==> src/rtl/pia_pkg.sv <==
package pia_pkg;
  localparam int ID_W   = 10;
  localparam int PRIO_W = 8;
  localparam int RUN_W  = PRIO_W + 1;
  localparam logic [ID_W-1:0]  NONE_ID  = 10'd1023;
  localparam logic [RUN_W-1:0] SENTINEL = 9'h100;
endpackage

==> src/rtl/pia_change_det.sv <==
module pia_change_det #(
  parameter int W = 8
) (
  input  logic         clk,
  input  logic         rst_n,
  input  logic [W-1:0] din,
  output logic         chg
);
  logic [W-1:0] prev;

  always_ff @(posedge clk or negedge rst_n) begin
    if (!rst_n) prev <= '0;
    else        prev <= din;
  end

  assign chg = (din != prev);
endmodule

==> src/rtl/pia_scan_seq.sv <==
module pia_scan_seq #(
  parameter int NSTEP  = 8,
  parameter int STEP_W = 3
) (
  input  logic              clk,
  input  logic              rst_n,
  input  logic              restart,
  output logic              active,
  output logic              last,
  output logic [STEP_W-1:0] step
);
  localparam logic [STEP_W-1:0] LAST_STEP = STEP_W'(NSTEP - 1);

  always_ff @(posedge clk or negedge rst_n) begin
    if (!rst_n) begin
      active <= 1'b0;
      step   <= '0;
    end else if (restart) begin
      active <= 1'b1;
      step   <= '0;
    end else if (active) begin
      if (step == LAST_STEP) begin
        active <= 1'b0;
        step   <= '0;
      end else begin
        step <= step + 1'b1;
      end
    end
  end

  assign last = active && (step == LAST_STEP);

  // the step counter never runs past the final chunk
  p_step_range_r9: assert property (@(posedge clk) disable iff (!rst_n)
    active |-> (step <= LAST_STEP));

  // an idle sequencer with no restart stays idle
  p_idle_holds_r9: assert property (@(posedge clk) disable iff (!rst_n)
    (!active && !restart) |=> !active);
endmodule

==> src/rtl/pia_cpu_scan.sv <==
module pia_cpu_scan
  import pia_pkg::*;
#(
  parameter int NIRQ   = 64,
  parameter int NBANK  = 32,
  parameter int LANES  = 8,
  parameter int STEP_W = 3
) (
  input  logic                        clk,
  input  logic                        rst_n,
  input  logic                        restart,
  input  logic                        active,
  input  logic                        last,
  input  logic [STEP_W-1:0]           step,
  input  logic [NIRQ-1:0]             en,
  input  logic [NIRQ-1:0]             pend,
  input  logic [NBANK*PRIO_W-1:0]     prio_b,
  input  logic [(NIRQ-NBANK)*PRIO_W-1:0] prio_s,
  input  logic                        dist_en,
  input  logic                        cpu_en,
  input  logic [PRIO_W-1:0]           mask,
  input  logic [RUN_W-1:0]            run,
  output logic [ID_W-1:0]             cur_id,
  output logic                        req
);
  localparam int IDX_W = $clog2(NIRQ);

  logic [PRIO_W-1:0] prio_arr [NIRQ];

  for (genvar g = 0; g < NIRQ; g++) begin : g_prio
    if (g < NBANK) begin : g_bank
      assign prio_arr[g] = prio_b[g*PRIO_W +: PRIO_W];
    end else begin : g_share
      assign prio_arr[g] = prio_s[(g-NBANK)*PRIO_W +: PRIO_W];
    end
  end

  logic [RUN_W-1:0] best_p, nb_p;
  logic [ID_W-1:0]  best_id, nb_id;
  logic [IDX_W-1:0] idx;
  logic [ID_W-1:0]  pub_id;
  logic             pub_req;

  // ascending scan of one chunk; only a strict improvement replaces
  always_comb begin
    nb_p  = best_p;
    nb_id = best_id;
    idx   = '0;
    for (int l = 0; l < LANES; l++) begin
      idx = IDX_W'(int'(step) * LANES + l);
      if (en[idx] && pend[idx] && ({1'b0, prio_arr[idx]} < nb_p)) begin
        nb_p  = {1'b0, prio_arr[idx]};
        nb_id = ID_W'(idx);
      end
    end
  end

  always_comb begin
    pub_id  = NONE_ID;
    pub_req = 1'b0;
    if (dist_en && cpu_en && (nb_p <= {1'b0, mask})) begin
      pub_id  = nb_id;
      pub_req = (nb_p < run);
    end
  end

  always_ff @(posedge clk or negedge rst_n) begin
    if (!rst_n) begin
      best_p  <= SENTINEL;
      best_id <= NONE_ID;
      cur_id  <= NONE_ID;
      req     <= 1'b0;
    end else if (restart) begin
      best_p  <= SENTINEL;
      best_id <= NONE_ID;
    end else if (active) begin
      best_p  <= nb_p;
      best_id <= nb_id;
      if (last) begin
        cur_id <= pub_id;
        req    <= pub_req;
      end
    end
  end

  logic settled;
  assign settled = !active && !restart;

  // a raised request always names a real ID
  p_req_has_id_r4: assert property (@(posedge clk) disable iff (!rst_n)
    req |-> (cur_id != NONE_ID));

  // a reported ID never exceeds the mask
  p_mask_r5: assert property (@(posedge clk) disable iff (!rst_n)
    (settled && cur_id != NONE_ID) |-> (prio_arr[cur_id[IDX_W-1:0]] <= mask));

  // a request beats the running priority strictly
  p_run_strict_r6: assert property (@(posedge clk) disable iff (!rst_n)
    (settled && req) |-> ({1'b0, prio_arr[cur_id[IDX_W-1:0]]} < run));

  // disabled distributor or interface reports nothing
  p_disabled_r7: assert property (@(posedge clk) disable iff (!rst_n)
    (settled && (!dist_en || !cpu_en)) |-> (cur_id == NONE_ID && !req));

  // a reported ID is a real candidate
  p_candidate_r2: assert property (@(posedge clk) disable iff (!rst_n)
    (settled && cur_id != NONE_ID) |-> (en[cur_id[IDX_W-1:0]] && pend[cur_id[IDX_W-1:0]]));

  // outputs hold while no pass is running
  p_hold_r9: assert property (@(posedge clk) disable iff (!rst_n)
    !active |=> ($stable(cur_id) && $stable(req)));
endmodule

==> src/rtl/pia_arbiter.sv <==
module pia_arbiter
  import pia_pkg::*;
#(
  parameter int NIRQ  = 64,
  parameter int NCPU  = 2,
  parameter int NBANK = 32,
  parameter int LANES = 8
) (
  input  logic                             clk,
  input  logic                             rst_n,
  input  logic                             dist_en,
  input  logic [NCPU-1:0]                  cpu_en,
  input  logic [NIRQ-1:0]                  irq_en,
  input  logic [NCPU*NIRQ-1:0]             irq_pend,
  input  logic [NCPU*NBANK*PRIO_W-1:0]     prio_banked,
  input  logic [(NIRQ-NBANK)*PRIO_W-1:0]   prio_shared,
  input  logic [NCPU*PRIO_W-1:0]           prio_mask,
  input  logic [NCPU*RUN_W-1:0]            run_prio,
  output logic [NCPU*ID_W-1:0]             cur_id,
  output logic [NCPU-1:0]                  irq_req,
  output logic                             busy
);
  localparam int NSTEP  = NIRQ / LANES;
  localparam int STEP_W = (NSTEP > 1) ? $clog2(NSTEP) : 1;
  localparam int SNAP_W = 1 + NCPU + NIRQ + NCPU*NIRQ + NCPU*NBANK*PRIO_W
                        + (NIRQ-NBANK)*PRIO_W + NCPU*PRIO_W + NCPU*RUN_W;

  logic              chg, active, last;
  logic [STEP_W-1:0] step;

  pia_change_det #(.W(SNAP_W)) u_chg (
    .clk   (clk),
    .rst_n (rst_n),
    .din   ({dist_en, cpu_en, irq_en, irq_pend, prio_banked,
             prio_shared, prio_mask, run_prio}),
    .chg   (chg)
  );

  pia_scan_seq #(.NSTEP(NSTEP), .STEP_W(STEP_W)) u_seq (
    .clk     (clk),
    .rst_n   (rst_n),
    .restart (chg),
    .active  (active),
    .last    (last),
    .step    (step)
  );

  for (genvar c = 0; c < NCPU; c++) begin : g_cpu
    pia_cpu_scan #(
      .NIRQ(NIRQ), .NBANK(NBANK), .LANES(LANES), .STEP_W(STEP_W)
    ) u_scan (
      .clk     (clk),
      .rst_n   (rst_n),
      .restart (chg),
      .active  (active),
      .last    (last),
      .step    (step),
      .en      (irq_en),
      .pend    (irq_pend[c*NIRQ +: NIRQ]),
      .prio_b  (prio_banked[c*NBANK*PRIO_W +: NBANK*PRIO_W]),
      .prio_s  (prio_shared),
      .dist_en (dist_en),
      .cpu_en  (cpu_en[c]),
      .mask    (prio_mask[c*PRIO_W +: PRIO_W]),
      .run     (run_prio[c*RUN_W +: RUN_W]),
      .cur_id  (cur_id[c*ID_W +: ID_W]),
      .req     (irq_req[c])
    );
  end

  assign busy = active;

  // an input change makes the block busy on the next edge
  p_chg_busy_r9: assert property (@(posedge clk) disable iff (!rst_n)
    chg |=> busy);
endmodule

==> config.mk <==
export PLATFORM = sky130hd
export DESIGN_NAME = pia_arbiter
export DESIGN_NICKNAME = d
export VERILOG_FILES = /design/src/rtl/pia_pkg.sv /design/src/rtl/pia_change_det.sv /design/src/rtl/pia_scan_seq.sv /design/src/rtl/pia_cpu_scan.sv /design/src/rtl/pia_arbiter.sv
export SDC_FILE = /design/constraint.sdc
export NUM_CORES = 2
export LEC_CHECK = 0
export ABC_AREA = 1
export ABC_CLOCK_PERIOD_IN_PS = 16800
export BUFFER_PORTS_ARGS = -buffer_cell sky130_fd_sc_hd__buf_2
export CORE_AREA = 3 3 395 397
export DETAILED_ROUTE_END_ITERATION = 8
export DIE_AREA = 0 0 398 400
export GPL_TIMING_DRIVEN = 0
export PLACE_DENSITY = 0.67
export SYNTH_ARGS = -nofsm -noshare
export SYNTH_HDL_FRONTEND = slang
export SYNTH_SLANG_ARGS = --single-unit
==> constraint.sdc <==
create_clock -name clk -period 16.8 [get_ports clk]
set_input_delay 3.36 -clock clk [delete_from_list [all_inputs] [get_ports clk]]
set_output_delay 3.36 -clock clk [all_outputs]
set_load 0.03 [all_outputs]
### Word-level counts from Yosys, hierarchy flattened

Index checks and enable logic that the tools add are counted.

| cells by class | value |
|---|---|
| multipliers | 0 |
| muxes and demuxes | 146 |
| equality and inequality tests | 2 |
| reductions and logical operators | 39 |
| $lt $le $gt $ge | 36 |
| shift-type cells | 0 |
| add/subtract/negate cells | 8 |
| div/mod/pow operators | 0 |
| bitwise gates (word level) | 9 |

Operator list:

| kind | count |
|---|---|
| $ne A997 B997 Y1 | 1 |
| $bmux W8 S6 | 16 |
| $mux W8 | 32 |
| $mux W10 | 22 |
| $mux W9 | 20 |
| $lt A8 B9 Y1 | 16 |
| $bmux W1 S6 | 21 |
| $ge A7 B7 Y1 const B | 8 |
| $lt A6 B7 Y1 const B | 8 |
| $not A6 Y7 | 8 |
| $logic_and A1 B1 Y1 | 37 |
| $mux W1 | 29 |
| $add A6 B3 Y6 const B | 4 |
| $le A9 B8 Y1 | 2 |
| $lt A9 B9 Y1 | 2 |
| $add A6 B2 Y6 const B | 2 |
| $bmux W1 S3 | 3 |
| $mux W3 | 3 |
| $add A6 B1 Y6 const B | 1 |
| $add A3 B1 Y3 const B | 1 |
| $eq A3 B3 Y1 const B | 1 |
| $reduce_and A3 Y1 | 1 |
| $reduce_bool A2 Y1 | 1 |
| $not A1 Y1 | 1 |

| storage, ports and cells | value |
|---|---|
| bits in writable memories | 0 |
| register bits after elaboration | 1,061 |
| bits in read-only memories | 0 |
| latch bits | 0 |
| bits of input ports | 999 |
| output and inout port bits | 23 |
| memories kept | 0 |

### Longest topological paths before layout

| depth | value |
|---|---|
| depth in word-level cells | 31 |
| mapped depth | 113 |
| depth with buffers taken out | 94 |

### Modules after synthesis

A second synthesis with hierarchy kept.

| unflattened totals | value |
|---|---|
| cells, all modules | 8,295 |
| area total of the unflattened synthesis | 60,789.6 um^2 |

Modules (own cells, without submodules):

| module | times used | cells each | area an instance (um^2) |
|---|---|---|---|
| pia_change_det | 1 | 4,646 | 41,358.4 |
| pia_cpu_scan | 2 | 1,812 | 9,615.5 |
| pia_scan_seq | 1 | 25 | 200.2 |

### Worst setup path before layout

Ideal clock, no wire load.

| timing path | value |
|---|---|
| kind | input to register |
| start | input prio_shared[7] |
| end | register g_cpu[1].u_scan.cur_id[2] |
| data arrival time | 15.574 ns |
| library setup time | 0.076 ns |
| path slack | 1.150 ns |
| cell stages on the path | 92 |
| path through | inv_1 -> a21oi_1 -> o21ai_0 -> o21ai_0 -> nand2_1 -> o21ai_0 -> ha_1 -> inv_1 -> nor3_1 -> nand2_1 -> nor2_1 -> nand2_1 -> nand2_2 -> clkbuf_1 -> o21ai_0 -> ha_1 -> a21oi_1 -> nor2_1 -> (+56 left out) -> a211oi_1 -> nor2_2 -> nor2_4 -> nand2_2 -> buf_4 -> o21ai_1 -> inv_1 -> ha_1 -> a21oi_1 -> o221a_2 -> o21ai_0 -> a21oi_1 -> o211ai_1 -> nor2_1 -> a21boi_2 -> nand2_1 -> o21ai_1 -> inv_1 |

| between the ends | value |
|---|---|
| cells in the longest elaborated chain, start to end | 30 |
| elaborated cells on any way between the ends | 62 |
| classes of those cells | 9 x order compare; 1 x eq/ne; 41 x mux; 1 x bitwise; 10 x reduce/logical |

RTL lines:

| what | line | text |
|---|---|---|
| start: declaration | pia_arbiter.sv:16 | `input logic [(NIRQ-NBANK)*PRIO_W-1:0] prio_shared,` |
| $bmux W8 S6 | pia_cpu_scan.sv:51, pia_cpu_scan.sv:52 |  |
| $mux W8 (not written as such) (2 in series) | pia_cpu_scan.sv:51, pia_cpu_scan.sv:52 |  |
| $lt A8 B9 Y1 | pia_cpu_scan.sv:51 | `if (en[idx] && pend[idx] && ({1'b0, prio_arr[idx]} < nb_p)) begin` |
| $logic_and A1 B1 Y1 | pia_cpu_scan.sv:51 |  |
| $mux W9 | pia_cpu_scan.sv:51 |  |
| $lt A8 B9 Y1 | pia_cpu_scan.sv:51 |  |
| $logic_and A1 B1 Y1 | pia_cpu_scan.sv:51 |  |
| $mux W9 | pia_cpu_scan.sv:51 |  |
| (+13 left out) | n/a |  |
| $logic_and A1 B1 Y1 | pia_cpu_scan.sv:51 |  |
| $mux W9 | pia_cpu_scan.sv:51 |  |
| $lt A8 B9 Y1 | pia_cpu_scan.sv:51 |  |
| $logic_and A1 B1 Y1 | pia_cpu_scan.sv:51 |  |
| $mux W9 | pia_cpu_scan.sv:51 |  |
| $le A9 B8 Y1 | pia_cpu_scan.sv:61 | `if (dist_en && cpu_en && (nb_p <= {1'b0, mask})) begin` |
| $logic_and A1 B1 Y1 | pia_cpu_scan.sv:61 |  |
| $mux W10 | pia_cpu_scan.sv:61 |  |
| end signal: assignment | pia_cpu_scan.sv:80 | `cur_id <= pub_id;` |
| end: declaration | pia_cpu_scan.sv:23 | `output logic [ID_W-1:0] cur_id,` |

Parallel ways exist; a longest one is shown, timed or not. The select of a mux whose other input is x is not followed.
A chain may end at the register's enable or synchronous reset.

### Worst setup path after layout

| timing path | value |
|---|---|
| start | input prio_shared[130] |
| end | register g_cpu[0].u_scan.cur_id[0] |

| between the ends | value |
|---|---|
| cells in the longest elaborated chain, start to end | 30 |
| elaborated cells on any way between the ends | 62 |
| classes of those cells | 9 x order compare; 1 x eq/ne; 41 x mux; 1 x bitwise; 10 x reduce/logical |

RTL lines:

| what | line |
|---|---|
| $bmux W8 S6 | pia_cpu_scan.sv:51, pia_cpu_scan.sv:52 |
| $mux W8 (not written as such) (2 in series) | pia_cpu_scan.sv:51, pia_cpu_scan.sv:52 |
| $lt A8 B9 Y1 | pia_cpu_scan.sv:51 |
| $logic_and A1 B1 Y1 | pia_cpu_scan.sv:51 |
| $mux W9 | pia_cpu_scan.sv:51 |
| $lt A8 B9 Y1 | pia_cpu_scan.sv:51 |
| $logic_and A1 B1 Y1 | pia_cpu_scan.sv:51 |
| $mux W9 | pia_cpu_scan.sv:51 |
| (+13 left out) | n/a |
| $logic_and A1 B1 Y1 | pia_cpu_scan.sv:51 |
| $mux W9 | pia_cpu_scan.sv:51 |
| $lt A8 B9 Y1 | pia_cpu_scan.sv:51 |
| $logic_and A1 B1 Y1 | pia_cpu_scan.sv:51 |
| $mux W9 | pia_cpu_scan.sv:51 |
| $le A9 B8 Y1 | pia_cpu_scan.sv:61 |
| $logic_and A1 B1 Y1 | pia_cpu_scan.sv:61 |
| $mux W10 | pia_cpu_scan.sv:61 |
| end signal: assignment | pia_cpu_scan.sv:80 |
| end: declaration | pia_cpu_scan.sv:23 |

Parallel ways exist; a longest one is shown, timed or not. The select of a mux whose other input is x is not followed.

==> results.json <==
{
  "root_buffer": "clkbuf_16",
  "worstPathMaxFanout": 10,
  "die_h_um": 400,
  "ys_seq_elements": 1061,
  "place_area_sq_um": 62380,
  "final_core_util_pct": 44.58,
  "cts_num_sinks": 1061,
  "fin_crit_sh_pct": 96.04,
  "grt_usage_pct": 33.24,
  "hold_violations": 0,
  "r2r_start": "u_seq.step[1]$_DFFE_PN0P_",
  "synthTopCellsByArea": "dfrtp_1 47%, xnor2_1 12%, nand2_1 6.1%",
  "synth_top_area_cell": "dfrtp_1",
  "viasPerCell": 5.473,
  "synth_mux_area_share_pct": 0,
  "final.setup.tns_ps": 0,
  "slowest_delay_ps": 390,
  "antenna_found_initial": 167,
  "cts_max_level": 3,
  "status": "finished with violations",
  "drive_gt1_share_pct": 23.63,
  "grt_pass1_vias": 49300,
  "synth_seq_area_share_pct": 48.95,
  "holdCritPathClass": "register to register",
  "path_common_cell": "nand2_1",
  "netlist_area_sq_um": 54350,
  "multiInputGateArea_sq_um": 25320,
  "syn-num-nets": 7048,
  "async_flop_share_pct": 100.0,
  "synth_top_family_by_area": "simple AND/OR/NAND/NOR gates",
  "place_congestion": 0.9911,
  "cts_tree": "built",
  "syn-instance-count": 5903,
  "startpoint": "prio_shared[130]",
  "crit_family": "simple AND/OR/NAND/NOR gates",
  "startpoint_type": "primary input",
  "worstMarginPinSlew_ps": 1630,
  "slew_violations": 44,
  "worstSetupPathType": "primary input to register",
  "area_growth_pct": 24.88,
  "drt_iter0_markers": 5504,
  "final_cell_mix": "1,063 x buf_2, 1,019 x dfrtp_1, 867 x nand2_1",
  "postRouteWirelength_um": 274700,
  "io_pins": 1022,
  "finalClockSkew_ps": 45.68,
  "p_total_uw": 6692,
  "met2_usage_pct": 53.32,
  "fp.dieW_um": 398,
  "maxSlewHeadroom_pct": -8.651,
  "power.density_nw_per_um2": 98.60,
  "cp.required_ps": 17500,
  "cp.buffers_inverters": 14,
  "met3_usage_pct": 8.568,
  "port_buffers": 1021,
  "final_common_cell": "buf_2",
  "violations": "capacitance limit, slew limit",
  "synth_compound_area_share_pct": 12.12,
  "rsz0062_at_grt": "yes",
  "placeableCoreArea_sq_um": 152300,
  "fin_nets": 8217,
  "critPathArrivalTime_ps": 16830,
  "synth_top_area_share_pct": 46.92,
  "dieArea_sq_um": 159200,
  "layout_min_cycle_time_ps": 16130,
  "clkTransAtPathRegs_ps": 70,
  "p_leak_uw": 0.03147,
  "start_util_pct": 35.69,
  "dpl.hpwl_um": 224700,
  "synth_enable_flop_cells": 0,
  "min_from": "g_cpu[0].u_scan.req$_DFFE_PN0P_",
  "synthSimpleGateAreaFrac_pct": 16.29,
  "wl_per_cell_um": 29.39,
  "grt_use_met1_pct": 40.40,
  "fill_cells": 14870,
  "timing.max_cap.violations": 5,
  "synth_warnings": 0,
  "setup-violations-final": 0,
  "clk_latency_ps": 770,
  "synthFlopType": "dfrtp_1",
  "dp_slack_ps": -4262,
  "ant_nets": 0,
  "fmaxAchievable_mhz": 61.98,
  "ir_worst_vdd_mv": 0.09198,
  "synth_adder_area_share_pct": 3.361,
  "first_pass_iters": 9,
  "cts_hold_buf": 0,
  "regArea_sq_um": 26600,
  "route.detailed.drc": 0,
  "gr-total-overflow": 0,
  "numCtsBuffers": 118,
  "critPathSlowestCell": "ha_1",
  "synthDistinctLibCells": 58,
  "grt_pass1_wl_um": 369900,
  "design_area_sq_um": 67870,
  "clk_path_buf_depth": 3,
  "crit_path_end_kind": "register",
  "vias": 51160,
  "synth_xor_area_share_pct": 13.70,
  "timing.final.ws_setup_ps": 665.6,
  "num_rows": 143,
  "grt_busiest_layer": "met2",
  "grt_max_degree": 171,
  "syn_area_per_cell_sq_um": 9.207
}
==> state kept, by name, summed over array words and instances (netlist names) <==
| register | flops |
|---|---|
| g_cpu.u_scan.best_id | 20 |
| g_cpu.u_scan.best_p | 18 |
| g_cpu.u_scan.cur_id | 20 |
| g_cpu.u_scan.req | 2 |
| u_chg.prev | 997 |
| u_seq.active | 1 |
| u_seq.step | 3 |
==> power by group <==
part	switching [uW]	leakage, uW	internal [uW]
sequential	57.1	0.0124	2680
clock	1160	0.00210	1660
combinational	694	0.0170	443
total	1920	0.0315	4780
==> cell usage after synthesis (all sizes together) (2+ instances only) <==
master,instances
xnor2,754
nand4,208
xor2,96
o22ai,59
a21oi,372
a211oi,13
nor4,82
o21bai,7
a31oi,9
o211ai,12
and2,4
nand3b,15
dfstp,42
nor3,9
o2111ai,41
dfrtp,1019
nor2,396
ha,146
clkbuf,128
buf,107
o21ai,615
clkinv,5
a21o,11
o21a,3
or2,67
nand2,912
nand3,184
nor3b,15
inv,519
a22oi,3
a211o,3
a221o,39
or4,2
==> stage by stage <==
step           hold slack [ps]  std cells
6_report                 486.6       9347
5_1_grt                  521.8       9290
4_1_cts                  488.8       9188
3_5_place_dp             473.8       8971
3_3_place_gp             470.8       8954
2_1_floorplan            450.0       5903
==> timing repair <==
action | 4_1_cts | 5_1_grt
cloned | 0 | 1
setup endpoints to repair | 60 | 22
resized for setup | 190 | 132
pin swaps | 8 | 32
buffers inserted | 2 | 15
==> layer usage <==
layer | routed length (um) | up-vias
met5 | 224 | -
met4 | 16700 | 36
met3 | 26120 | 749
met2 | 127300 | 3039
met1 | 104300 | 25130
li1 | - | 22210
==> layout make-up <==
class	count	area share, %
Antenna cell	141	0.5199
Buffer	226	1.838
Inverter	524	2.905
Clock inverter	54	1.141
Clock buffer	170	5.154
Timing Repair Buffer	1058	8.196
Multi-Input combinational cell	4083	37.31
Tap cell	2030	3.742
Sequential cell	1061	39.20
==> cell families after synthesis <==
group                    count (synthesis)
buffers and inverters                  759
AO/OA/AOI/OAI                         1192
flip-flops                            1061
XOR/XNOR                               850
adder cells (fa/ha/maj)                146
AND/OR/NAND/NOR                       1895
==> worst reg2reg max path, delay by kind of cell (launching register included) <==
family / cells / cell delay, ps
simple gates: 50 / 4890
buf+inv: 19 / 4350
fa+ha+maj: 9 / 2830
compound gates: 25 / 3600
flops: 1 / 360
==> worst paths after layout <==
| path | to | slack [ps] | depth (start not counted) |
|---|---|---|---|
| max | g_cpu[0].u_scan.cur_id[0]$_DFFE_PN1P_ | 670 | 98 |
| max in group asynchronous | u_chg.prev[227]$_DFF_PN0_ | 11140 | 4 |
| min in group asynchronous | u_chg.prev[504]$_DFF_PN0_ | 2640 | 1 |
| max reg2reg | g_cpu[0].u_scan.cur_id[0]$_DFFE_PN1P_ | 700 | 103 |
| min | g_cpu[0].u_scan.req$_DFFE_PN0P_ | 490 | 2 |
| min reg2reg | g_cpu[0].u_scan.req$_DFFE_PN0P_ | 490 | 2 |
Power figures use the tool's default switching activity.
